--- src/rtl/rc_pkg.sv ---
package rc_pkg;
   typedef enum logic [1:0] {
      ST_IDLE   = 2'd0,
      ST_LOOKUP = 2'd1,
      ST_FETCH  = 2'd2
   } rc_state_t;
endpackage

--- src/rtl/rc_way_bank.sv ---
module rc_way_bank #(
   parameter int SETS   = 4,
   parameter int TAG_W  = 28,
   parameter int DATA_W = 32,
   localparam int IDX_W = (SETS > 1) ? $clog2(SETS) : 1
) (
   input  logic              clk,
   input  logic              rst_n,
   input  logic [IDX_W-1:0]  rd_idx,
   input  logic [TAG_W-1:0]  cmp_tag,
   input  logic              wr_en,
   input  logic [IDX_W-1:0]  wr_idx,
   input  logic [TAG_W-1:0]  wr_tag,
   input  logic [DATA_W-1:0] wr_data,
   output logic              hit,
   output logic              line_valid,
   output logic [DATA_W-1:0] line_data
);
   logic [SETS-1:0]   valid_q;
   logic [TAG_W-1:0]  tag_q  [SETS];
   logic [DATA_W-1:0] data_q [SETS];

   always_ff @(posedge clk) begin
      if (!rst_n) begin
         valid_q <= '0;
      end else if (wr_en) begin
         valid_q[wr_idx] <= 1'b1;
      end
   end

   always_ff @(posedge clk) begin
      if (wr_en) begin
         tag_q[wr_idx]  <= wr_tag;
         data_q[wr_idx] <= wr_data;
      end
   end

   assign line_valid = valid_q[rd_idx];
   assign line_data  = data_q[rd_idx];
   assign hit        = line_valid && (tag_q[rd_idx] == cmp_tag);
endmodule

--- src/rtl/rc_lru_bits.sv ---
module rc_lru_bits #(
   parameter int SETS = 4,
   localparam int IDX_W = (SETS > 1) ? $clog2(SETS) : 1
) (
   input  logic             clk,
   input  logic             rst_n,
   input  logic [IDX_W-1:0] rd_idx,
   output logic             lru_way,
   input  logic             upd_en,
   input  logic [IDX_W-1:0] upd_idx,
   input  logic             upd_way
);
   logic [SETS-1:0] older_q;

   always_ff @(posedge clk) begin
      if (!rst_n) begin
         older_q <= '0;
      end else if (upd_en) begin
         older_q[upd_idx] <= ~upd_way;
      end
   end

   assign lru_way = older_q[rd_idx];

   // the way just touched is never the one marked for eviction next
   a_r7_lru_flips_away: assert property (@(posedge clk) disable iff (!rst_n)
      upd_en |=> (older_q[$past(upd_idx)] != $past(upd_way)));
endmodule

--- src/rtl/rc_ctrl.sv ---
module rc_ctrl
   import rc_pkg::*;
#(
   parameter int CNT_W = 16
) (
   input  logic             clk,
   input  logic             rst_n,
   input  logic             ld_req,
   input  logic             any_hit,
   input  logic             mem_valid,
   output rc_state_t        state,
   output logic             cap_en,
   output logic             lookup_hit,
   output logic             fill_en,
   output logic             done_q,
   output logic [CNT_W-1:0] hit_cnt,
   output logic [CNT_W-1:0] miss_cnt
);
   rc_state_t        st_q, st_d;
   logic [CNT_W-1:0] tot;

   assign cap_en     = (st_q == ST_IDLE) && ld_req;
   assign lookup_hit = (st_q == ST_LOOKUP) && any_hit;
   assign fill_en    = (st_q == ST_FETCH) && mem_valid;
   assign state      = st_q;
   assign tot        = hit_cnt + miss_cnt;

   always_comb begin
      st_d = st_q;
      unique case (st_q)
         ST_IDLE:   if (ld_req) st_d = ST_LOOKUP;
         ST_LOOKUP: st_d = any_hit ? ST_IDLE : ST_FETCH;
         ST_FETCH:  if (mem_valid) st_d = ST_IDLE;
         default:   st_d = ST_IDLE;
      endcase
   end

   always_ff @(posedge clk) begin
      if (!rst_n) begin
         st_q     <= ST_IDLE;
         done_q   <= 1'b0;
         hit_cnt  <= '0;
         miss_cnt <= '0;
      end else begin
         st_q   <= st_d;
         done_q <= lookup_hit || fill_en;
         if (st_q == ST_LOOKUP) begin
            if (any_hit) hit_cnt  <= hit_cnt + 1'b1;
            else         miss_cnt <= miss_cnt + 1'b1;
         end
      end
   end

   // a hit completes without entering the fetch state
   a_r3_hit_skips_fetch: assert property (@(posedge clk) disable iff (!rst_n)
      lookup_hit |=> (st_q == ST_IDLE) && done_q);

   // each lookup moves the combined count by exactly one
   a_r8_one_count_per_lookup: assert property (@(posedge clk) disable iff (!rst_n)
      (st_q == ST_LOOKUP) |=> (tot == CNT_W'($past(tot) + 1'b1)));

   // nothing counts while no lookup is in progress
   a_r9_idle_counts_hold: assert property (@(posedge clk) disable iff (!rst_n)
      (st_q != ST_LOOKUP) |=> $stable(tot));
endmodule

--- src/rtl/assoc2_read_cache.sv ---
module assoc2_read_cache
   import rc_pkg::*;
#(
   parameter int ADDR_W = 32,
   parameter int DATA_W = 32,
   parameter int SETS   = 4,
   parameter int CNT_W  = 16,
   localparam int WAYS  = 2,
   localparam int OFF_W = $clog2(DATA_W / 8),
   localparam int IDX_W = (SETS > 1) ? $clog2(SETS) : 1,
   localparam int TAG_W = ADDR_W - IDX_W - OFF_W
) (
   input  logic              clk,
   input  logic              rst_n,
   input  logic              ld_req,
   input  logic [ADDR_W-1:0] ld_addr,
   output logic              ld_ready,
   output logic              ld_done,
   output logic [DATA_W-1:0] ld_data,
   output logic              mem_req,
   output logic [ADDR_W-1:0] mem_addr,
   input  logic              mem_valid,
   input  logic [DATA_W-1:0] mem_data,
   output logic [CNT_W-1:0]  hit_count,
   output logic [CNT_W-1:0]  miss_count
);
   if (DATA_W < 8 || (DATA_W & (DATA_W - 1)) != 0) begin : g_bad_data_w
      $error("DATA_W must be a power of two of at least 8");
   end
   if (SETS < 2 || (SETS & (SETS - 1)) != 0) begin : g_bad_sets
      $error("SETS must be a power of two of at least 2");
   end
   if (TAG_W < 1) begin : g_bad_tag
      $error("address too narrow for the chosen geometry");
   end
   if (CNT_W < 2) begin : g_bad_cnt
      $error("CNT_W must be at least 2");
   end

   rc_state_t         state;
   logic              cap_en, lookup_hit, fill_en;
   logic [ADDR_W-1:0] addr_q;
   logic [IDX_W-1:0]  set_idx;
   logic [TAG_W-1:0]  addr_tag;
   logic [WAYS-1:0]   way_hit, way_valid, way_wr;
   logic [DATA_W-1:0] way_data [WAYS];
   logic [DATA_W-1:0] sel_data, rd_data_q;
   logic              any_hit, lru_way, victim, upd_way;

   always_ff @(posedge clk) begin
      if (!rst_n)      addr_q <= '0;
      else if (cap_en) addr_q <= ld_addr;
   end

   assign set_idx  = addr_q[OFF_W +: IDX_W];
   assign addr_tag = addr_q[ADDR_W-1 -: TAG_W];

   for (genvar w = 0; w < WAYS; w++) begin : g_way
      assign way_wr[w] = fill_en && (victim == 1'(w));
      rc_way_bank #(
         .SETS   (SETS),
         .TAG_W  (TAG_W),
         .DATA_W (DATA_W)
      ) u_bank (
         .clk        (clk),
         .rst_n      (rst_n),
         .rd_idx     (set_idx),
         .cmp_tag    (addr_tag),
         .wr_en      (way_wr[w]),
         .wr_idx     (set_idx),
         .wr_tag     (addr_tag),
         .wr_data    (mem_data),
         .hit        (way_hit[w]),
         .line_valid (way_valid[w]),
         .line_data  (way_data[w])
      );
   end

   always_comb begin
      sel_data = '0;
      for (int w = 0; w < WAYS; w++) begin
         sel_data = sel_data | ({DATA_W{way_hit[w]}} & way_data[w]);
      end
   end
   assign any_hit = |way_hit;

   rc_lru_bits #(.SETS(SETS)) u_lru (
      .clk     (clk),
      .rst_n   (rst_n),
      .rd_idx  (set_idx),
      .lru_way (lru_way),
      .upd_en  (lookup_hit || fill_en),
      .upd_idx (set_idx),
      .upd_way (upd_way)
   );

   always_comb begin
      if (!way_valid[0])      victim = 1'b0;
      else if (!way_valid[1]) victim = 1'b1;
      else                    victim = lru_way;
   end
   assign upd_way = lookup_hit ? way_hit[1] : victim;

   rc_ctrl #(.CNT_W(CNT_W)) u_ctrl (
      .clk        (clk),
      .rst_n      (rst_n),
      .ld_req     (ld_req),
      .any_hit    (any_hit),
      .mem_valid  (mem_valid),
      .state      (state),
      .cap_en     (cap_en),
      .lookup_hit (lookup_hit),
      .fill_en    (fill_en),
      .done_q     (ld_done),
      .hit_cnt    (hit_count),
      .miss_cnt   (miss_count)
   );

   always_ff @(posedge clk) begin
      if (!rst_n)          rd_data_q <= '0;
      else if (lookup_hit) rd_data_q <= sel_data;
      else if (fill_en)    rd_data_q <= mem_data;
   end

   assign ld_data  = rd_data_q;
   assign ld_ready = (state == ST_IDLE);
   assign mem_req  = (state == ST_FETCH);
   assign mem_addr = {addr_q[ADDR_W-1:OFF_W], {OFF_W{1'b0}}};

   // one line per tag in a set, so at most one way can match
   a_r5_single_way_hit: assert property (@(posedge clk) disable iff (!rst_n)
      $onehot0(way_hit));

   // a fill into a set with an empty way grows its occupancy by one
   a_r6_empty_way_first: assert property (@(posedge clk) disable iff (!rst_n)
      (fill_en && !(&way_valid)) |=>
         ($countones(way_valid) == $countones($past(way_valid)) + 1));

   // the fetch request and its address hold until the memory answers
   a_r4_fetch_held: assert property (@(posedge clk) disable iff (!rst_n)
      (mem_req && !mem_valid) |=> (mem_req && $stable(mem_addr) && !ld_ready));
endmodule

--- config.mk ---
export PLATFORM = sky130hd
export DESIGN_NAME = assoc2_read_cache
export DESIGN_NICKNAME = d
export VERILOG_FILES = /design/src/rtl/rc_pkg.sv /design/src/rtl/rc_way_bank.sv /design/src/rtl/rc_lru_bits.sv /design/src/rtl/rc_ctrl.sv /design/src/rtl/assoc2_read_cache.sv
export SDC_FILE = /design/constraint.sdc
export NUM_CORES = 1
export LEC_CHECK = 0
export ABC_AREA = 1
export CAP_MARGIN = 20
export CORE_UTILIZATION = 55
export CTS_BUF_LIST = sky130_fd_sc_hd__clkbuf_8 sky130_fd_sc_hd__clkbuf_16
export DETAILED_ROUTE_END_ITERATION = 8
export PLACE_DENSITY = 0.82
export SLEW_MARGIN = 20
export SYNTH_ARGS = -nofsm -noshare
export SYNTH_HDL_FRONTEND = slang
export SYNTH_SLANG_ARGS = --single-unit
export TNS_END_PERCENT = 50
--- constraint.sdc ---
create_clock -name clk -period 7.6 [get_ports clk]
set_input_delay 1.52 -clock clk [delete_from_list [all_inputs] [get_ports clk]]
set_output_delay 1.52 -clock clk [all_outputs]
set_load 0.02 [all_outputs]
==> results of run 1 <==
==> path summary, 6_finish.rpt <==
path	startpoint	slack, ps	to
min	g_way[1].u_bank.valid_q[0]$_SDFFE_PN0P_	470	g_way[1].u_bank.valid_q[0]$_SDFFE_PN0P_
max	register	2150	u_ctrl.miss_cnt[6]$_SDFFE_PN0P_
min reg2reg	g_way[1].u_bank.valid_q[0]$_SDFFE_PN0P_	470	g_way[1].u_bank.valid_q[0]$_SDFFE_PN0P_
max reg2reg	register	2150	u_ctrl.miss_cnt[6]$_SDFFE_PN0P_
==> cells by family after synthesis <==
| family | count (synthesis) | share of synthesized area [%] |
|---|---|---|
| AOI/OAI and AO/OA | 322 | 6.86 |
| xor gates and xnor gates | 14 | 0.489 |
| adders and majority gates | 2 | 0.0998 |
| buffers and inverters | 243 | 4.13 |
| DFF | 591 | 66.4 |
| other | 1 | 0.0150 |
| and+or+nand+nor | 1311 | 22.0 |
==> state kept, by name, summed over array words and instances (netlist names), named ones only <==
name                  flops
addr_q                   30
g_way.u_bank.data_q     256
g_way.u_bank.tag_q      224
g_way.u_bank.valid_q      8
ld_data                  32
u_ctrl.done_q             1
u_ctrl.hit_cnt           16
u_ctrl.miss_cnt          16
u_ctrl.state              2
u_lru.older_q             4
==> layer usage <==
metal	routed length, um	global-route usage (%)	up-vias
li1	-	-	8844
met1	26000	37.6	9196
met2	33100	47.9	1085
met3	6680	4.98	177
met4	2370	11.5	2
met5	14	0	-
==> placed cells by master (no fill, tap or decap), types with 3 or more instances in the layout <==
cell             count
clkinv_2             8
xnor2_1              7
nand2_1            674
o21a_1               4
xor2_1               7
nor2_4               6
clkbuf_8            10
bufinv_16            7
nand4_1             53
clkdlybuf4s50_1    161
nand3_1            294
buf_4               20
inv_2                5
o21ai_1              5
clkbuf_16           57
a21oi_1             67
clkinvlp_4           3
o22ai_1             65
edfxtp_1           480
nor4_1               7
dfxtp_1            109
nand2_2              4
clkinv_4             3
nor2_1             251
inv_1              127
o21ai_0            177
nor3_1              16
==> power breakdown <==
group          internal (uW)  switching (uW)
logic                    208             448
clock network           1710            1250
registers               3540            71.4
==> metrics by stage <==
step	setup slack [ps]	utilization [%]
2_1_floorplan	949	-
3_3_place_gp	2270	60.6
3_5_place_dp	2210	60.6
4_1_cts	2180	65.0
5_1_grt	1780	65.0
6_report	2150	65.0
==> layout make-up <==
class	instances	share of cell area [%]
diodes	1	0.00863
clock buffers	67	5.39
well taps	592	2.55
inverters	119	1.57
repair buffers	182	6.09
multi-input cells	1651	25.6
flip-flops and latches	591	57.4
clock inverters	41	1.45
==> critical path, cell delays in order (launching register included) <==
cell and delay (ps):
dfxtp_4 750, clkinv_2 990, nand3_1 470, nand2_1 140, nand2_1 80, nand2_1 120
nor2_1 120, nand2_1 50, nor2_1 100, nand2_1 80, nor2_2 880, nor2_1 290
nand2_1 470, inv_1 440, a21oi_1 250, nor2_1 60
==> metrics.txt, run 1 <==
Slew Limit Fails 0; Initial DRC Count roughly 2,500; Die Span Y 215 um; area grow syn2layout 15.8%; dpl hpwl 39.1 mm; DR vias/cell 5.95; PostCTS Resize Cnt 0; Max VDD drop slightly above 0.2 mV; Slew HR 22.7%; crit path kind reg2reg; H-tree lvl count 2; run status finished clean; Layout fillers 3,347; Worst Skew 41.1 ps; Total Neg Setup Slack 0 ps; global-route wire length before repair 103 mm; drc violations 0; Crit. End Element register; Critical Path RT 8120 ps; Root Buffer Master clkbuf_16; Least-Margin Pin Slew 1160 ps; RSZ-0062 raised after global routing no; Crit Path Max Fanout 59; initial antenna violation count 2; count leader, synth nand2_1; number of global-route vias before repair 18,700; Yosys warning count 0; largest net degree at the start of global routing 138; Primary FF master, synth edfxtp_1; Post-Syn Area per Cell 10.1 sq um; clk sink count 591; GP Congestion 0.920; synthesized area about 0.025 sq mm; Routed Antenna Nets 0; placed cell area 0.0270 sq mm; core area 0.0446 sq mm; DR vias 19,300; clk_lat worst skew 650 ps; final hold slack around 470 ps; post-synthesis cell type count 34; pwr/cell area 249 mW/mm^2; gr usage total 28.8%; Multi-input gate area roughly 0.0074 sq mm; nets 2,672; Die W approximately 220 um; number of cell rows 77; Synth async-reset ratio 0%; top cell type's share of synthesized area between 50% and 60%; Synth area leader edfxtp_1; Longest Clk Path Bufs 3; Tot Pwr between 7000 and 8000 uW; endpoints failing hold 0; Static Leak 0.0106 uW; hold buffer count at CTS 0; Final min period 5450 ps; initial core utilization 56.2%; R2R cell count 15; die area between 0.04 and 0.05 sq mm; Tightest Hold Check Type reg2reg; layout cells sized above 1 5.17%; Overflow after GRT 0; CTS Buf Count 57; I/O pin count 167; Worst-path clk slew 60 ps; wire length per cell around 21 um; largest cells by area after synthesis edfxtp_1 (58%), nand2_1 (10%), dfxtp_1 (8.9%), nand3_1 (5.9%), nor2_1 (3.8%); register area share after synthesis 66.4%; DP Cell Count 3,135; total wire length 68.1 mm; PortBufs about 160; post-CTS setup buffers 0; Cells after Synth roughly 2,500; most frequent cells after synthesis nand2_1 (675), edfxtp_1 (480), nand3_1 (294); max-cap viol count 0; fmax roughly 180 MHz; Final period util between 70% and 80%; worst hold stages 2; Critical Path Source Type register; drt first pass iters 6; fin area 0.0290 sq mm; CTS tree yes; Worst Path Arrival 5970 ps; setup violators final 0; post-route insts no fill approximately 3,200; synthesized flop and latch total between 500 and 600; storage element area 0.0166 sq mm; number of flops mapped to enable cells by yosys 480
Power figures use the tool's default switching activity.
==> run 2, diff against run 1 <==
--- a/config.mk
+++ b/config.mk
@@ -7,10 +7,10 @@
 export LEC_CHECK = 0
 export ABC_AREA = 1
 export CAP_MARGIN = 20
-export CORE_UTILIZATION = 55
+export CORE_UTILIZATION = 53
 export CTS_BUF_LIST = sky130_fd_sc_hd__clkbuf_8 sky130_fd_sc_hd__clkbuf_16
 export DETAILED_ROUTE_END_ITERATION = 8
-export PLACE_DENSITY = 0.82
+export PLACE_DENSITY = 0.83
 export SLEW_MARGIN = 20
 export SYNTH_ARGS = -nofsm -noshare
 export SYNTH_HDL_FRONTEND = slang
==> constraint.sdc (replaced) <==
create_clock -name clk -period 4.9 [get_ports clk]
set_input_delay 0.98 -clock clk [delete_from_list [all_inputs] [get_ports clk]]
set_output_delay 0.98 -clock clk [all_outputs]
set_load 0.02 [all_outputs]
==> metrics.txt, run 2 (synthesized netlist as in run 1, its figures left out) <==
post-CTS setup buffers 0; hold buffer count at CTS 0; DR vias/cell 5.97; Overflow after GRT 0; initial antenna violation count 0; ant diodes 0; number of cell rows between 70 and 80; Total Neg Setup Slack 0 ps; Slew Limit Fails 0; die area 0.0482 sq mm; Critical Path Source Type register; final core occ between 60% and 70%; wire length per cell 20.9 um; crit path kind reg2reg; Max VDD drop 0.290 mV; endpoints failing hold 0; Final period util 74.9%; total wire length slightly below 70 mm; PostCTS Resize Cnt 0; Worst-path clk slew 60 ps; Worst Skew 54.4 ps; CTS Buf Count between 50 and 60; Routed Antenna Nets 0; post-placement setup slack 1400 ps; most frequent cells in the layout nand2_1 (674), edfxtp_1 (480), nand3_1 (294), nor2_1 (251), o21ai_0 (177); largest net degree at the start of global routing 241; pwr/cell area between 300 and 400 mW/mm^2; Root Buffer Master clkbuf_16; initial core utilization 53.8%; Final min period between 3000 and 4000 ps; RSZ-0062 raised after global routing no; Tightest Hold Check Type reg2reg; GP Congestion 0.948; internal power 8270 uW; Largest register FFs 256; Longest Clk Path Bufs 3; Die Span Y 219 um; CTS tree yes; Crit Path Max Fanout 240; Critical Path RT 5470 ps; nets 2,686; Static Leak 0.0106 uW; Worst Path Arrival 4250 ps; number of global-route vias before repair 18,700; most common cell after layout, fill and taps aside nand2_1; clk_lat worst skew 650 ps; switching pwr about 2800 uW; Initial DRC Count 2,386; PortBufs between 150 and 200; I/O pin count 167; switching share of power roughly a quarter; gr usage total 28.2%; DR vias 19,500; Slew HR 4.01%; core area 0.0466 sq mm; max-cap viol count 0; Crit. End Element register; Flop pwr share 50.5%; setup violators final 0; Die W 219 um; area grow syn2layout 16.3%; drt first pass iters 5; final worst slack 1230 ps; Least-Margin Pin Slew 1440 ps; Comb pwr share 9.6%; clk sink count around 590; Biggest register g_way.u_bank.data_q; global-route wire length before repair 103 mm; layout cells sized above 1 5.52%; run status finished clean; Clk pwr share 39.8%; fmax 272 MHz; drc violations 0; H-tree lvl count 2; dpl hpwl 40.0 mm
## run 2: cell count changes in the layout (fill, tap and decap cells not counted), moves of 3 or more
cell	change
buf_12	+7
buf_4	+6
bufinv_16	-5
clkinv_1	+5
clkbuf_16	+3
clkinv_2	+3
clkinv_4	-3
inv_1	-3
## run 2: power by group through the flow
| stage | clock [uW] | sequential (uW) | combinational (uW) |
|---|---|---|---|
| global route | 4610 | 5580 | 1160 |
| floorplan | 0 | 5690 | 633 |
| detailed placement | 0 | 5680 | 1030 |
| global placement | 0 | 5670 | 1000 |
| CTS | 4430 | 5570 | 1040 |
| finish | 4390 | 5570 | 1060 |
## run 2: final cells by class
type	count	area [sq um]
fill	3560	17400
sequential	591	16600
multi-input combinational	1651	7420
inverter	119	453
tap	607	759
timing repair buffer	196	1960
clock inverter	39	294
clock buffer	68	1610
## run 2: routing by layer
metal | GRT usage, % | wire, um | vias up
met1 | 36.6 | 26100 | 9330
li1 | - | - | 8878
met5 | 0 | 0 | -
met2 | 46.4 | 33000 | 1140
met4 | 13.7 | 2890 | 0
met3 | 4.38 | 6220 | 189
## run 2: worst max-delay path, cell delays in order, from the launching register on
cell,delay (ps)
dfxtp_4,380
buf_12,460
nand2_1,110
nand3_1,160
nand3_1,90
nand2_1,170
nand2_1,70
nor2_1,130
nand2_1,110
nor2_4,180
nand2_2,80
nand2_4,80
nand2_2,80
a21oi_4,540
nand3_1,310
nand2_1,140
## run 2: path summary, 6_finish.rpt
path | from | end | slack [ps] | cells past startpoint
setup / recovery | register | ld_data[13]$_SDFFE_PN0P_ | 1230 | 15
hold reg to reg | g_way[0].u_bank.valid_q[2]$_SDFFE_PN0P_ | g_way[0].u_bank.valid_q[2]$_SDFFE_PN0P_ | 460 | 2
setup reg to reg | register | ld_data[13]$_SDFFE_PN0P_ | 1230 | 15
hold / removal | g_way[0].u_bank.valid_q[2]$_SDFFE_PN0P_ | g_way[0].u_bank.valid_q[2]$_SDFFE_PN0P_ | 460 | 2
## run 2: through the flow
| stage | hold slack [ps] | area [sq um] | cells | power [uW] |
|---|---|---|---|---|
| after detailed placement | 449 | 27200 | 3164 | 6710 |
| after global routing | 493 | 29100 | 3271 | 11300 |
| after floorplan | 431 | 25100 | 2485 | 6320 |
| after global placement | 440 | 27200 | 3164 | 6670 |
| after CTS | 459 | 29100 | 3271 | 11000 |
| final | 460 | 29100 | 3271 | 11000 |
